$ cat src/rtl/tw_pkg.sv
`timescale 1ns/1ps
// Shared widths, state and command-class types for the two-wire front end.
package tw_pkg;
    localparam int BYTE_W = 8;
    localparam int NIB_W  = 4;
    localparam int CNT_W  = $clog2(BYTE_W + 2);

    typedef enum logic [2:0] {
        ST_IDLE, ST_ADDR, ST_INSTR, ST_WDATA, ST_RDATA, ST_STEP, ST_IGNORE
    } fe_state_e;

    typedef enum logic [1:0] {CL_SHORT, CL_WRITE, CL_READ, CL_STEP} cmd_class_e;

    localparam logic [NIB_W-1:0] OP_RD_WIPER = 4'b1001;
    localparam logic [NIB_W-1:0] OP_WR_WIPER = 4'b1010;
    localparam logic [NIB_W-1:0] OP_RD_REG   = 4'b1011;
    localparam logic [NIB_W-1:0] OP_WR_REG   = 4'b1100;
    localparam logic [NIB_W-1:0] OP_STEP     = 4'b0010;

    // Map an opcode nibble to the framing that follows its acknowledge.
    function automatic cmd_class_e classify_op(input logic [NIB_W-1:0] op);
        case (op)
            OP_RD_WIPER, OP_RD_REG: return CL_READ;
            OP_WR_WIPER, OP_WR_REG: return CL_WRITE;
            OP_STEP:                return CL_STEP;
            default:                return CL_SHORT;
        endcase
    endfunction
endpackage

$ cat src/rtl/tw_bus_sync.sv
`timescale 1ns/1ps
// Synchronizes the raw clock and data lines and derives bus events.
// Assumes bus lines idle high; STAGES >= 2. Events are one-cycle pulses.
module tw_bus_sync #(
    parameter int STAGES = 2
) (
    input  logic clk,
    input  logic rst_n,
    input  logic scl_i,
    input  logic sda_i,
    output logic scl_lvl,
    output logic sda_lvl,
    output logic scl_rise,
    output logic scl_fall,
    output logic start_det,
    output logic stop_det
);
    localparam int PW = 2 * STAGES;

    logic [PW-1:0] pipe;
    logic [1:0]    prev;

    // Shift both lines through the synchronizer and keep the last sample.
    always_ff @(posedge clk) begin
        if (!rst_n) begin
            pipe <= '1;
            prev <= 2'b11;
        end else begin
            pipe <= {pipe[PW-3:0], scl_i, sda_i};
            prev <= pipe[PW-1 -: 2];
        end
    end

    assign scl_lvl   = pipe[PW-1];
    assign sda_lvl   = pipe[PW-2];
    assign scl_rise  = scl_lvl & ~prev[1];
    assign scl_fall  = ~scl_lvl & prev[1];
    assign start_det = scl_lvl & prev[1] & prev[0] & ~sda_lvl;
    assign stop_det  = scl_lvl & prev[1] & ~prev[0] & sda_lvl;
endmodule

$ cat src/rtl/tw_bit_shifter.sv
`timescale 1ns/1ps
// Bit counter and shift register shared by receive and transmit.
// Counts clock rises up to the ninth; shifts in on rises when receiving,
// shifts out on falls when transmitting. clr restarts the byte.
module tw_bit_shifter
    import tw_pkg::*;
(
    input  logic              clk,
    input  logic              rst_n,
    input  logic              clr,
    input  logic              load,
    input  logic [BYTE_W-1:0] load_data,
    input  logic              rise,
    input  logic              fall,
    input  logic              sda_lvl,
    input  logic              tx_mode,
    output logic [CNT_W-1:0]  bit_cnt,
    output logic [BYTE_W-1:0] rx_byte,
    output logic              tx_next
);
    localparam logic [CNT_W-1:0] LAST_CNT = CNT_W'(BYTE_W);
    localparam logic [CNT_W-1:0] ONE      = CNT_W'(1);

    logic [BYTE_W-1:0] data_q;

    // Advance the bit position and move data in or out.
    always_ff @(posedge clk) begin
        if (!rst_n) begin
            bit_cnt <= '0;
            data_q  <= '0;
        end else if (clr) begin
            bit_cnt <= '0;
            if (load) data_q <= load_data;
        end else if (rise) begin
            if (bit_cnt <= LAST_CNT) bit_cnt <= bit_cnt + ONE;
            if (!tx_mode && bit_cnt < LAST_CNT) data_q <= {data_q[BYTE_W-2:0], sda_lvl};
        end else if (fall && tx_mode && bit_cnt >= ONE && bit_cnt < LAST_CNT) begin
            data_q <= {data_q[BYTE_W-2:0], 1'b0};
        end
    end

    assign rx_byte = {data_q[BYTE_W-2:0], sda_lvl};
    assign tx_next = data_q[BYTE_W-2];
endmodule

$ cat src/rtl/tw_frame_ctrl.sv
`timescale 1ns/1ps
// Command framing state machine: address check, acknowledge, instruction
// hand-off, write data, read transmit and step forwarding.
// Assumes bus events come from tw_bus_sync and bit positions from tw_bit_shifter.
module tw_frame_ctrl
    import tw_pkg::*;
#(
    parameter logic [NIB_W-1:0] DEV_TYPE = 4'b0101
) (
    input  logic              clk,
    input  logic              rst_n,
    input  logic              sda_lvl,
    input  logic              scl_rise,
    input  logic              scl_fall,
    input  logic              start_det,
    input  logic              stop_det,
    input  logic [NIB_W-1:0]  strap,
    input  logic              busy,
    input  logic              rd_msb,
    input  logic [CNT_W-1:0]  bit_cnt,
    input  logic [BYTE_W-1:0] rx_byte,
    input  logic              tx_next,
    output logic              clr,
    output logic              load,
    output logic              tx_mode,
    output fe_state_e         state,
    output logic              sda_pull,
    output logic              instr_valid,
    output logic [BYTE_W-1:0] instr_q,
    output logic              wr_valid,
    output logic [BYTE_W-1:0] wr_data,
    output logic              step_valid,
    output logic              step_up
);
    localparam logic [CNT_W-1:0] LAST_BIT = CNT_W'(BYTE_W - 1);
    localparam logic [CNT_W-1:0] ACK_SLOT = CNT_W'(BYTE_W);
    localparam logic [CNT_W-1:0] ACK_DONE = CNT_W'(BYTE_W + 1);

    logic       ack_pend;
    logic       byte_end;
    cmd_class_e cls;

    assign cls      = classify_op(instr_q[BYTE_W-1 -: NIB_W]);
    assign byte_end = scl_fall && (bit_cnt == ACK_DONE);
    assign clr      = start_det | stop_det | byte_end;
    assign load     = byte_end && (state == ST_INSTR) && (cls == CL_READ);
    assign tx_mode  = (state == ST_RDATA);

    // Main framing sequencer with registered outputs.
    always_ff @(posedge clk) begin
        if (!rst_n) begin
            state       <= ST_IDLE;
            sda_pull    <= 1'b0;
            ack_pend    <= 1'b0;
            instr_valid <= 1'b0;
            instr_q     <= '0;
            wr_valid    <= 1'b0;
            wr_data     <= '0;
            step_valid  <= 1'b0;
            step_up     <= 1'b0;
        end else begin
            instr_valid <= 1'b0;
            wr_valid    <= 1'b0;
            step_valid  <= 1'b0;
            if (start_det) begin
                state    <= ST_ADDR;
                sda_pull <= 1'b0;
                ack_pend <= 1'b0;
            end else if (stop_det) begin
                state    <= ST_IDLE;
                sda_pull <= 1'b0;
                ack_pend <= 1'b0;
            end else begin
                case (state)
                    ST_ADDR, ST_INSTR, ST_WDATA: begin
                        if (scl_rise && bit_cnt == LAST_BIT) begin
                            if (state == ST_ADDR) begin
                                ack_pend <= (rx_byte == {DEV_TYPE, strap}) && !busy;
                            end else if (state == ST_INSTR) begin
                                ack_pend    <= 1'b1;
                                instr_q     <= rx_byte;
                                instr_valid <= 1'b1;
                            end else begin
                                ack_pend <= 1'b1;
                                wr_data  <= rx_byte;
                                wr_valid <= 1'b1;
                            end
                        end
                        if (scl_fall && bit_cnt == ACK_SLOT) begin
                            if (ack_pend) sda_pull <= 1'b1;
                            else          state    <= ST_IGNORE;
                        end
                        if (byte_end) begin
                            sda_pull <= 1'b0;
                            ack_pend <= 1'b0;
                            if (state == ST_ADDR) begin
                                state <= ST_INSTR;
                            end else if (state == ST_WDATA) begin
                                state <= ST_IGNORE;
                            end else begin
                                case (cls)
                                    CL_READ: begin
                                        state    <= ST_RDATA;
                                        sda_pull <= ~rd_msb;
                                    end
                                    CL_WRITE: state <= ST_WDATA;
                                    CL_STEP:  state <= ST_STEP;
                                    default:  state <= ST_IGNORE;
                                endcase
                            end
                        end
                    end
                    ST_RDATA: begin
                        if (scl_fall) begin
                            if (bit_cnt == ACK_DONE)      state    <= ST_IGNORE;
                            else if (bit_cnt == ACK_SLOT) sda_pull <= 1'b0;
                            else if (bit_cnt != '0)       sda_pull <= ~tx_next;
                        end
                    end
                    ST_STEP: begin
                        if (scl_fall) begin
                            step_valid <= 1'b1;
                            step_up    <= sda_lvl;
                        end
                    end
                    default: ;
                endcase
            end
        end
    end
endmodule

$ cat src/rtl/tw_cmd_frontend.sv
`timescale 1ns/1ps
// Top of the two-wire slave command front end: synchronizer, bit shifter
// and framing controller. Open-drain output: sda_pull_o=1 drives the line low.
module tw_cmd_frontend
    import tw_pkg::*;
#(
    parameter int               SYNC_STAGES = 2,
    parameter logic [NIB_W-1:0] DEV_TYPE    = 4'b0101
) (
    input  logic              clk,
    input  logic              rst_n,
    input  logic              scl_i,
    input  logic              sda_i,
    input  logic [NIB_W-1:0]  strap_i,
    input  logic              busy_i,
    input  logic [BYTE_W-1:0] rd_data_i,
    output logic              sda_pull_o,
    output logic              instr_valid_o,
    output logic [BYTE_W-1:0] instr_o,
    output logic              wr_valid_o,
    output logic [BYTE_W-1:0] wr_data_o,
    output logic              step_valid_o,
    output logic              step_up_o
);
    logic              scl_lvl, sda_lvl, scl_rise, scl_fall, start_det, stop_det;
    logic              clr, load, tx_mode, tx_next;
    logic [CNT_W-1:0]  bit_cnt;
    logic [BYTE_W-1:0] rx_byte;
    fe_state_e         state;

    tw_bus_sync #(.STAGES(SYNC_STAGES)) u_sync (
        .clk(clk), .rst_n(rst_n), .scl_i(scl_i), .sda_i(sda_i),
        .scl_lvl(scl_lvl), .sda_lvl(sda_lvl), .scl_rise(scl_rise),
        .scl_fall(scl_fall), .start_det(start_det), .stop_det(stop_det)
    );

    tw_bit_shifter u_shift (
        .clk(clk), .rst_n(rst_n), .clr(clr), .load(load), .load_data(rd_data_i),
        .rise(scl_rise), .fall(scl_fall), .sda_lvl(sda_lvl), .tx_mode(tx_mode),
        .bit_cnt(bit_cnt), .rx_byte(rx_byte), .tx_next(tx_next)
    );

    tw_frame_ctrl #(.DEV_TYPE(DEV_TYPE)) u_ctrl (
        .clk(clk), .rst_n(rst_n), .sda_lvl(sda_lvl), .scl_rise(scl_rise),
        .scl_fall(scl_fall), .start_det(start_det), .stop_det(stop_det),
        .strap(strap_i), .busy(busy_i), .rd_msb(rd_data_i[BYTE_W-1]),
        .bit_cnt(bit_cnt), .rx_byte(rx_byte), .tx_next(tx_next),
        .clr(clr), .load(load), .tx_mode(tx_mode), .state(state),
        .sda_pull(sda_pull_o), .instr_valid(instr_valid_o), .instr_q(instr_o),
        .wr_valid(wr_valid_o), .wr_data(wr_data_o),
        .step_valid(step_valid_o), .step_up(step_up_o)
    );
endmodule

$ cat config.mk
export PLATFORM = sky130hd
export DESIGN_NAME = tw_cmd_frontend
export DESIGN_NICKNAME = d
export VERILOG_FILES = /design/src/rtl/tw_pkg.sv /design/src/rtl/tw_bus_sync.sv /design/src/rtl/tw_bit_shifter.sv /design/src/rtl/tw_frame_ctrl.sv /design/src/rtl/tw_cmd_frontend.sv
export SDC_FILE = /design/constraint.sdc
export NUM_CORES = 1
export LEC_CHECK = 0
export BUFFER_PORTS_ARGS = -buffer_cell sky130_fd_sc_hd__buf_2
export CAP_MARGIN = 30
export CORE_UTILIZATION = 44
export CTS_BUF_LIST = sky130_fd_sc_hd__clkbuf_8
export CTS_CLUSTER_DIAMETER = 60
export DETAILED_ROUTE_END_ITERATION = 8
export PLACE_DENSITY = 0.62
export SETUP_SLACK_MARGIN = 0.1
export SLEW_MARGIN = 20
export SYNTH_ARGS = -nofsm -noshare
export SYNTH_HDL_FRONTEND = slang
export SYNTH_SLANG_ARGS = --single-unit
$ cat constraint.sdc
create_clock -name clk -period 2.2 [get_ports clk]
set_clock_uncertainty 0.15 [all_clocks]
set_input_delay 0.22 -clock clk [delete_from_list [all_inputs] [get_ports clk]]
set_output_delay 0.22 -clock clk [all_outputs]
set_load 0.01 [all_outputs]
==> summary by stage, run 1 <==
STA
Setup repair after global routing left no endpoint under its margin. The remaining max-slew budget at the tightest pin is 0.676. The number of setup violations in the final report is 0. The hold violation total from the final report is 0. Static timing analysis puts the maximum clock frequency at between 0.5 and 0.6 GHz. At the pin with the least slew margin, the transition time is between 0.4 and 0.5 ns.

Of the available clock period, the critical path in the final layout requires 0.907. For the final routed database, the setup TNS stands at 0 ns. The final period demand of the worst path is around 2 ns. The number of pins exceeding their max-slew limit in the final report was 0.

Setup slack on the critical path of the routed design comes to 0.205 ns.

Clocking
The clock net in this run drives a total of 42 sinks. The worst-skew pair later-pin latency is 0.29 ns. The number of buffers between clock root and the deepest sink is 2.

The tree is rooted in a sky130_fd_sc_hd__clkbuf_8. TritonCTS built the clock tree. TritonCTS created 5 clock buffers. The maximum level of the CTS H-tree is 2. The clock-pin slew on the worst setup and hold paths is 0.08 ns.

Finish
In the final design database the tool counted between 200 and 300 nets. Of the cells placed in the final design, the portion with a size suffix greater than 1 is 0.239. The repair_antennas step left the layout with diodes totalling 0. Relative to the synthesized area, the layout overhead comes to 19.1%.

Yosys
Averaged over all synthesized cells, the footprint is between 9 and 10 um^2. The part of the Yosys area used for sequential elements is 0.410. The number of unique standard cell types used by synthesis is 50. By area the synthesized netlist is led by sky130_fd_sc_hd__dfxtp_1, sky130_fd_sc_hd__mux2i_1, sky130_fd_sc_hd__nor2_1, sky130_fd_sc_hd__nand2b_1, sky130_fd_sc_hd__o311a_1. The commonest cells after synthesis are sky130_fd_sc_hd__dfxtp_1, sky130_fd_sc_hd__nor2_1, sky130_fd_sc_hd__mux2i_1.

The fraction of registers with async set or reset after synthesis is 0. sky130_fd_sc_hd__dfxtp_1 takes more of the synthesized area than any other cell. The portion of synthesized cell area occupied by the leading cell type is 0.410. The post-synthesis net count is 232.

The instance count of the mapped netlist is approximately 210. The number of storage elements in the synthesis netlist is 42. sky130_fd_sc_hd__dfxtp_1 is the most common cell in the netlist. In this run the cell area of the synthesized design comes to between 0.002 and 0.0025 mm^2.

The most used flip-flop cell after synthesis is sky130_fd_sc_hd__dfxtp_1. The yosys synthesis warning count is 0. The number of synthesized flops with an enable pin is 0.

Floorplanning
The die boundary height is between 70 and 80 um. For this configuration, the core starts out at a cell density of 0.464. The horizontal die dimension is 70.3 um. After floorplanning, the core was sized to cover about 0.0044 mm^2. Row generation in the floorplan step produced 24 rows. The die covers 0.00494 mm^2. During I/O placement, the number of pins put on the boundary was 38.

Placement
The HPWL after detailed placement is 3310 um. The final weighted congestion of routability-driven global placement is roughly 0.82. Before CTS, the worst setup slack after placement is approximately 0.19 ns. Buffers placed on the I/O ports in this run total 37.

Worst setup path
The category of the worst setup path capture point is a flop. The slack of the worst reg-to-reg path is slightly above 0.2 ns. The startpoint of the worst register-to-register path is u_ctrl.state[2].

The longest individual stage delay on the worst path is around 0.47 ns. The reg-to-reg endpoint is u_shift.data_q[0]. The master of the slowest instance on the critical path is sky130_fd_sc_hd__dfxtp_1. Data on the critical path is required at its endpoint by roughly 2.2 ns. The worst setup path is of the reg2reg kind. The largest driver fanout on the critical path is 14.

STA classifies the critical path startpoint as a flop. For the worst flop-to-flop path, the logic depth is 6. STA puts the critical path data arrival time at roughly 2.0 ns. The critical path goes through nor3b_2 -> o211ai_1 -> a211oi_4 -> buf_4 -> o21ai_1 -> o311a_1.

Power and ir drop
The power density relative to cell area is 603 mW/mm^2. The maximum VDD drop is 0.387 mV. The overall power is about 0.0015 W. For this design the static power due to leakage is around 0.98 nW.

Global route
For this run the aggregate overflow at the end of global routing stands at 0. The largest net degree at the start of global routing is 15. The wire length of the first global-routing pass is around 7500 um. The aggregate global-route resource usage is 0.193. The number of global-route vias before repair is ~1500.

The initial antenna violation count is 0.

Route
The total routed wirelength is approximately 4600 um. The detailed-routing iteration count for the pre-antenna-repair pass is 5. Dividing the detail-routed wire length by the instance count gives 14.7 um. The final route contains 1682 vias. The post-route antenna net violation count is 0. In the routed layout, each cell is associated on average with a via count of around 5.4. In the routed design, unresolved DRC markers number 0. The violation count after the first detailed-route iteration is around 150.

Worst hold path
The sink of the worst hold path is u_sync.prev[1]. In this run the most critical hold path is launched from rst_n. The tightest min-delay check is of the in2reg type. The worst hold path cell count is 2.

Job
The tool flagged a number of max-cap violations equal to 0.

Outcome
The flow ran to the end, and the final reports show no timing, DRC or antenna violations.
[stage by stage]
| step | hold slack [ns] | cell area, um^2 | cells | util |
|---|---|---|---|---|
| final | 0.0132 | 2440 | 311 | 0.553 |
| after global routing | 0.0127 | 2440 | 311 | 0.553 |
| after CTS | 0.00779 | 2440 | 311 | 0.552 |
| after detailed placement | 0.249 | 2310 | 301 | 0.522 |
| after global placement | 0.242 | 2310 | 301 | 0.522 |
| after floorplan | 0.143 | 2050 | 212 | - |
[worst max path at each step]
stage / slack (ns) / depth (start not counted) / endpoint / start
after global routing: 0.11 / 8 / u_shift.data_q[0] / u_shift.bit_cnt[1]
after detailed placement: 0.19 / 7 / u_shift.data_q[0] / u_shift.bit_cnt[0]
after CTS: 0.17 / 7 / u_shift.data_q[0] / u_shift.bit_cnt[0]
after global placement: 0.19 / 7 / u_shift.data_q[0] / u_shift.bit_cnt[0]
final: 0.21 / 6 / u_shift.data_q[0] / u_ctrl.state[2]
after floorplan: 0.32 / 7 / u_shift.data_q[0] / u_shift.bit_cnt[0]
[placed cells by master (no fill, tap or decap), drive strengths merged, types with 5 or more instances in the layout]
master and count:
clkbuf 5, xnor2 7, buf 46, inv 5, dfxtp 42, nor3 7, mux2i 26, nor2 29
o311a 7, a21oi 5, o21ai 11, nand2 5, nand2b 13
[cells by family after synthesis]
family / share of synthesized area
DFF: 0.410
muxes: 0.127
and+or+nand+nor: 0.234
xor gates and xnor gates: 0.0299
buffers and inverters: 0.0372
AOI/OAI and AO/OA: 0.143
adders and majority gates: 0.0183
[power by group]
part | total [W] | switching [W] | internal, W
clock network | 0.000600 | 0.000266 | 0.000334
logic | 0.0000904 | 0.0000463 | 0.0000441
registers | 0.000780 | 0.0000112 | 0.000769
total | 0.00147 | 0.000324 | 0.00115
[critical path: cells and delay by family, from the launching register on]
family | cells | cell delay [ns]
compound gates | 4 | 0.70
buf+inv | 1 | 0.23
flops | 1 | 0.47
simple gates | 1 | 0.34
[cell type report]
type,instances,area (um^2)
Clock buffer,5,68.8
Clock inverter,3,41.3
Fill cell,418,1970
Inverter,4,15.0
Multi-Input combinational cell,157,1130
Sequential cell,42,842
Tap cell,52,65.1
Timing Repair Buffer,48,277
[per-layer routing]
layer | track usage | share of wire | vias to the layer above
met5 | 0 | 0 | -
met4 | 0.0489 | 0.0085 | 0
met3 | 0.0505 | 0.040 | 5
met2 | 0.303 | 0.46 | 33
met1 | 0.264 | 0.49 | 781
li1 | - | - | 863
[state kept, by name (all words and copies together) (netlist names)]
name,count
u_ctrl.instr_q,8
u_ctrl.wr_data,8
u_shift.data_q,7
u_shift.bit_cnt,4
u_sync.pipe,4
u_ctrl.state,3
u_sync.prev,2
u_ctrl.ack_pend,1
u_ctrl.instr_valid,1
u_ctrl.sda_pull,1
u_ctrl.step_up,1
u_ctrl.step_valid,1
u_ctrl.wr_valid,1
[timing repair]
action                     4_1_cts  5_1_grt
hold buffers                     2        0
buffers inserted                 0        0
setup endpoints to repair        0        7
hold endpoints to repair         2        0
gates resized for setup          0        2
Note: power is estimated with default switching activity, not from simulation.
==> inputs of run 2 (changes only) <==
ABC_AREA = 1   (was unset)
PLACE_DENSITY = 0.61   (was 0.62)
==> run 2 against run 1 <==
- largest cell class unchanged
- first-iteration DRC count shrank 36%
- critical endpoint is now u_shift.data_q[6]
- largest power group unchanged
- register-to-register slack improved by 0.22 ns
- area after synthesis is 6.4% higher
- maximum frequency increased by 12%
- clock power up 23%
- total power grew 45%
- global-route usage is 1.1 points higher
- sequential share of layout area decreased by 2.0 points
- die area is 6.2% higher
- final area is 5.9% higher
- sequential cell count stayed put
- routed wire length is 7.9% higher
==> summary by stage, run 2 <==
Finish
In the final layout, the registers with the most flip-flops are u_ctrl.instr_q: 8 flops, u_ctrl.wr_data: 8 flops, u_shift.data_q: 7 flops. In the layout the commonest cells are sky130_fd_sc_hd__nand2_1, sky130_fd_sc_hd__nor2_1, sky130_fd_sc_hd__dfxtp_1. The repair_antennas step left the layout with diodes totalling 0. Leaving out fill and tap cells, the most frequent cell in the layout is sky130_fd_sc_hd__nand2_1. After the last flow step, the layout net total stands at 385. The ratio of cells with drive above 1 in the final layout is 0.199.

From synthesis to final layout, the design area changed by 18.5%.

STA
The top achievable clock speed is 0.564 GHz. After layout, the minimum clock period comes to 1.77 ns. Dividing the final minimum period by the clock period gives 0.806. Headroom to the max-slew limit came out at 0.757.

The transition time at the pin with the least slew margin is 0.364 ns. Setup repair after global routing left no endpoint under its margin. The number of setup violations in the final report is 0. The number of pins exceeding their max-slew limit in the final report was 0.

Once routing completed, OpenROAD measured the worst setup slack at ~0.43 ns. The hold violation total from the final report was 0. For the final routed database, the setup TNS stands at 0 ns.

Yosys
Yosys mapped a number of flops with a built-in enable equal to 0. The instance count of the mapped netlist is 323. The post-synth design cell area is roughly 0.0022 mm^2. The most instantiated library cell after synthesis is sky130_fd_sc_hd__nand2_1.

By count the netlist is led by sky130_fd_sc_hd__nand2_1, sky130_fd_sc_hd__nor2_1, sky130_fd_sc_hd__dfxtp_1. The cell accounting for the most synthesized area is sky130_fd_sc_hd__dfxtp_1. The synthesized design contains 42 register bits. The share of synthesized area in the top cell type comes to 0.386. The yosys synthesis warning count is 0.

The synthesized area per cell is just under 7 um^2. The fraction of registers with async set or reset after synthesis is 0. The post-synthesis net count is ~340.

Sorting the synthesized cells by area gives the leading types as sky130_fd_sc_hd__dfxtp_1, sky130_fd_sc_hd__nand2_1, sky130_fd_sc_hd__nor2_1, sky130_fd_sc_hd__nand3_1, sky130_fd_sc_hd__inv_1. The most used flip-flop cell after synthesis is sky130_fd_sc_hd__dfxtp_1. The number of unique standard cell types used by synthesis is 30. The part of the Yosys area used for sequential elements is 0.386.

Route
The via count is just over 2000. After detailed routing, the number of vias per cell comes to 4.70. The number of DRC violations after detailed routing is 0.

The post-route antenna net violation count is 0. Before antenna repair, the detailed router went through 5 iterations. In this run, the number of DRC markers left after iteration 0 of detailed routing was 98.

The total routed wirelength is around 5000 um. The detail-routed net length per standard cell is between 10 and 15 um.

Worst hold path
The path type of the worst min-delay path is in2reg. The startpoint identified for the worst hold timing path is rd_data_i[4].

Worst setup path
The reg-to-reg endpoint is u_shift.data_q[6]. The critical path required time is around 2.3 ns. The worst setup path is launched from a flop. The longest individual stage delay on the worst path is approximately 0.34 ns.

The slowest stage of the critical path is the sky130_fd_sc_hd__dfxtp_1 cell. The category of the worst setup path capture point is a flop. The critical path class is reg2reg. The library cell appearing most often on the critical path is sky130_fd_sc_hd__nor2_1. The startpoint of the worst register-to-register path is u_shift.bit_cnt[1]. The path depth of the worst reg2reg path is 9. The capture point of the critical path is u_shift.data_q[6]. In this run the worst path has a maximum fanout of 7. The slack of the worst reg-to-reg path is ~0.43 ns. For the worst setup path, the data arrival time is ~1.8 ns. The most critical setup path has its startpoint at u_shift.bit_cnt[1]. The critical path goes through inv_1 -> ha_1 -> nand3_1 -> nor2_1 -> nand3_1 -> nand2_1 -> nand2_1 -> nor2_1 -> nor2_1.

Placement
The final weighted congestion of routability-driven global placement is between 0.8 and 0.9. The number of buffers added on ports is 37. Before CTS, the worst setup slack after placement is roughly 0.43 ns. The HPWL after detailed placement is approximately 3800 um.

Global route
The wire length of the first global-routing pass is 8280 um. The largest net degree at the start of global routing is 18. The initial antenna violation count came to 0. The total congestion overflow is 0. The number of global-route vias before repair was 1818. The aggregate global-route resource usage is 0.205.

Clocking
The worst-skew pair later-pin latency is around 0.30 ns. The clock-pin slew on the worst setup and hold paths is 0.08 ns. The maximum level of the CTS H-tree is 2. The clock buffer count from CTS is 5. The TritonCTS clock tree is yes. The buffer cell driving the clock tree root is sky130_fd_sc_hd__clkbuf_8.

In this run the deepest clock path goes through 2 buffers. The number of setup buffers added after CTS is 0. The clock net in this run drives a total of 42 sinks.

Floorplanning
The core area is around 0.0048 mm^2. The site row count is 25. The horizontal die dimension is slightly above 70 um.

For this configuration, the core starts out at a cell density of 0.459. The die covers between 0.005 and 0.006 mm^2. In this run the count of I/O pins placed on the die edge is 38.

The die boundary height is roughly 72 um.

Job
Across the run, the number of max-cap violations was 0.

Power and ir drop
Across the VDD grid, the largest voltage drop is 0.463 mV. The static power due to leakage is between 1 and 1.5 nW. The power density relative to cell area is 823 mW/mm^2.

Outcome
The flow ran to the end, and the final reports show no timing, DRC or antenna violations.
## run 2: kinds of logic after synthesis
group                      count (synthesis)  share of synthesized area
and+or+nand+nor                          196                      0.419
buffers and inverters                     43                     0.0792
DFF                                       42                      0.386
AOI/OAI and AO/OA                         38                     0.0952
adders and majority gates                  3                     0.0172
xor gates and xnor gates                   1                    0.00402
## run 2: power breakdown
group / total, W / switching (W) / internal [W]
Combinational: 0.000536 / 0.000368 / 0.000169
Clock: 0.000737 / 0.000283 / 0.000455
Sequential: 0.000853 / 0.0000339 / 0.000819
Total: 0.00213 / 0.000684 / 0.00144
## run 2: worst min-delay path by stage
stage	endpoint	slack [ns]	cells past startpoint
3_5_place_dp	u_sync.pipe[3]	0.25	1
3_3_place_gp	u_sync.pipe[2]	0.25	1
5_1_grt	u_shift.data_q[4]	0.12	5
4_1_cts	u_shift.data_q[4]	0.1	5
2_1_floorplan	u_sync.pipe[0]	0.18	1
6_report	u_shift.data_q[4]	0.1	5
## run 2: repair_timing
item,4_1_cts,5_1_grt
gates resized for setup,0,0
endpoints found under the setup margin,0,0
hold endpoints to repair,2,0
hold buffers,2,0
## run 2: metrics by stage
step | cell area (um^2) | util | power, W | hold slack [ns] | std cells
floorplan | 2180 | - | 0.00128 | 0.177 | 323
global placement | 2430 | 0.511 | 0.00140 | 0.248 | 423
detailed placement | 2430 | 0.511 | 0.00140 | 0.254 | 423
CTS | 2580 | 0.544 | 0.00214 | 0.0978 | 433
global route | 2580 | 0.544 | 0.00226 | 0.123 | 433
finish | 2580 | 0.544 | 0.00213 | 0.0986 | 433
## run 2: cell type report
| type | count | area (um^2) |
|---|---|---|
| sequential | 42 | 841 |
| fill | 508 | 2170 |
| inverter | 38 | 143 |
| clock inverter | 3 | 68.8 |
| clock buffer | 5 | 68.8 |
| timing repair buffer | 40 | 213 |
| multi-input combinational | 238 | 1170 |
| tap | 67 | 83.8 |
## run 2: critical path: cells and delay by family, from the launching register on
| family | cells | cell delay (ns) |
|---|---|---|
| and+or+nand+nor | 7 | 0.84 |
| buffers and inverters | 1 | 0.08 |
| adders and majority gates | 1 | 0.26 |
| DFF | 1 | 0.34 |
## run 2: metal layers
layer	global-route usage	wire, um
met2	0.318	2140
met3	0.0431	209
met5	0	0
met4	0.0654	51
met1	0.284	2530
==> inputs of run 3 (changes only) <==
clock period = 1.8 ns   (was 2.2 ns; I/O delays follow)
==> run 3 against run 2 <==
- final area is 4.0% higher
- total power up 18%
- global-route usage about the same
- via count grew 2.6%
- register-to-register slack worse by 0.20 ns
- largest power group unchanged
- highest routed layer unchanged
==> summary by stage, run 3 (same netlist as run 2, synthesis figures left out) <==
Clocking
Counting the buffers created by CTS gives 5. The worst-skew pair later-pin latency is ~0.29 ns. The number of buffers between clock root and the deepest sink is 2. After clock tree synthesis, the setup repair step added 0 buffers. TritonCTS built the clock tree. The maximum level of the CTS H-tree is 2. The root buffer cell chosen for the clock tree is sky130_fd_sc_hd__clkbuf_8. The TritonCTS sink count is 42. The clock-pin slew on the worst setup and hold paths is around 0.08 ns.

Worst setup path
The startpoint kind of the worst setup timing path is a flop. The critical path required time is between 1.5 and 2 ns. The signal arrival time at the worst endpoint is between 1.5 and 2 ns. The largest driver fanout on the critical path is 7. STA classifies the critical path endpoint as a flop. The startpoint of the worst register-to-register path is u_ctrl.state[1].

The critical path class is reg2reg. In this run the worst setup path begins at u_ctrl.state[1].

Floorplanning
In this run the vertical extent of the chip is 72.4 um. The site row count is 25. The floorplan step defined a die boundary enclosing 0.00524 mm^2. The count of pins on the block boundary is 38.

The region available for standard cell placement spans 0.00475 mm^2. The horizontal die dimension is 72.4 um. For this configuration, the core starts out at a cell density of 0.459.

Placement
Routability-driven placement finished with a final weighted congestion of between 0.9 and 1. In this run, placement finished with an instance count of 430. The HPWL after detailed placement is about 3800 um. During placement, the flow inserted port buffers numbering 37.

Power and ir drop
Power spread over the standard cell area amounts to just over 900 mW/mm^2. The maximum VDD drop is ~0.44 mV. The static power due to leakage is about 1.3 nW.

Finish
The number of antenna diodes in the final layout is 0. From synthesis to final layout, the design area changed by 23.3%. Leaving out fill and tap cells, the most frequent cell in the layout is sky130_fd_sc_hd__nand2_1. The ratio of cells with drive above 1 in the final layout is 0.252. After filler insertion, the fill cell instance count of the layout stands at about 520. The post-layout instance count excluding filler cells is between 400 and 500. In the layout the commonest cells are sky130_fd_sc_hd__nand2_1, sky130_fd_sc_hd__nor2_1, sky130_fd_sc_hd__dfxtp_1. The register area is roughly 850 um^2. The combined area of the multi-input logic cells is around 0.0012 mm^2. In the final layout, the registers with the most flip-flops are u_ctrl.instr_q: 8 flops, u_ctrl.wr_data: 8 flops, u_shift.data_q: 7 flops. In the final design database the tool counted just under 400 nets.

Global route
The total congestion overflow is 0. The number of global-route vias before repair is 1797. The initial antenna violation count is 0. Entering global routing, the biggest net connects 17 pins. The busiest metal layer after global routing is met2.

The aggregate global-route resource usage is 0.204. The wire length of the first global-routing pass is around 8300 um. The met2 track demand over resource is 0.303. For this run, global-route usage on met3 was measured as 0.0444.

For this run, global-route usage on met1 was measured as 0.291.

STA
The number of pins exceeding their max-slew limit in the final report came to 0. The setup TNS after final layout is 0 ns. The final period demand of the worst path is around 1.6 ns. Setup repair after global routing could not meet its margin everywhere. The hold violation total from the final report is 0. Timing would allow up to 0.636 GHz. The remaining max-slew budget at the tightest pin is 0.784. Dividing the final minimum period by the clock period gives 0.874.

The transition time at the pin with the least slew margin is ~0.32 ns. Setup violations remaining at the end of the flow were counted as 0.

Route
Across all layers, the routed design uses about 2100 vias. The total routed wirelength is between 5000 and 6000 um. For this run, design rule violations remaining after detail routing come to 0. The via density per instance is between 4 and 5.

The post-route antenna net violation count is 0. In the final routed layout, each cell accounts on average for between 10 and 15 um. The first detailed-routing pass ran for 4 iterations.

For this block, the initial DRC count from the detailed router was 94.

Job
Max-cap violations in this run came to 0.

Worst hold path
The start point of the worst min-delay path is rst_n. The min-delay analysis places its worst path in the category in2reg.

Outcome
The run finished with clean final reports.
-- run 3: changes by cell type in the layout (fill, tap and decap cells not counted), sizes merged --
cell    delta
clkinv     -1
inv        +2
buf        +7
bufinv     -1
-- run 3: worst paths after layout --
check,slack [ns],to,cells past startpoint
max,0.23,u_shift.data_q[0],9
min,0.03,u_ctrl.wr_data[7],3
max reg2reg,0.23,u_shift.data_q[0],9
min reg2reg,0.27,u_sync.pipe[2],1
-- run 3: layout make-up --
type                            instances  area share
Multi-Input combinational cell        238       0.458
Sequential cell                        42       0.315
Timing Repair Buffer                   47       0.103
Inverter                               38      0.0530
Clock buffer                            5      0.0256
Tap cell                               67      0.0312
Clock inverter                          3      0.0140
-- run 3: worst max-delay path, stage by stage, from the launching register on --
cell and delay (ns):
sky130_fd_sc_hd__dfxtp_1 0.31, sky130_fd_sc_hd__inv_1 0.08, sky130_fd_sc_hd__nor2_1 0.19, sky130_fd_sc_hd__nand2_2 0.14
sky130_fd_sc_hd__inv_1 0.14, sky130_fd_sc_hd__nand3_1 0.10, sky130_fd_sc_hd__nand2_1 0.09, sky130_fd_sc_hd__nand2_2 0.11
sky130_fd_sc_hd__nor2_1 0.11, sky130_fd_sc_hd__nor2_1 0.05
-- run 3: layer usage --
layer	part of all wire	up-vias	wire length, um
met5	0	-	0
met4	0.015	0	74
met3	0.063	9	315
met2	0.43	57	2160
met1	0.49	905	2470
li1	-	1119	-
-- run 3: power breakdown --
part           internal, W  total (W)  switching, W  leakage, nW
logic             0.000252   0.000745      0.000493        0.938
clock network     0.000404   0.000721      0.000317       0.0607
registers          0.00100    0.00104     0.0000395        0.341
total              0.00166    0.00251      0.000850         1.34
-- run 3: metrics by stage --
step           setup slack, ns  hold slack [ns]  cell area (um^2)  utilization  power [W]
2_1_floorplan            0.301            0.137              2180            -    0.00157
3_3_place_gp            0.0837            0.216              2490        0.524    0.00174
5_1_grt                 0.0643           0.0425              2690        0.566    0.00269
6_report                 0.226           0.0344              2690        0.566    0.00251
3_5_place_dp            0.0509            0.219              2490        0.524    0.00174
4_1_cts                  0.147           0.0226              2630        0.553    0.00247
-- run 3: what timing repair did --
action	4_1_cts	5_1_grt
endpoints found under the setup margin	7	22
pin swaps	0	1
gates cloned	0	0
hold endpoints to repair	2	0
resized for setup	3	17
hold buffers	2	0
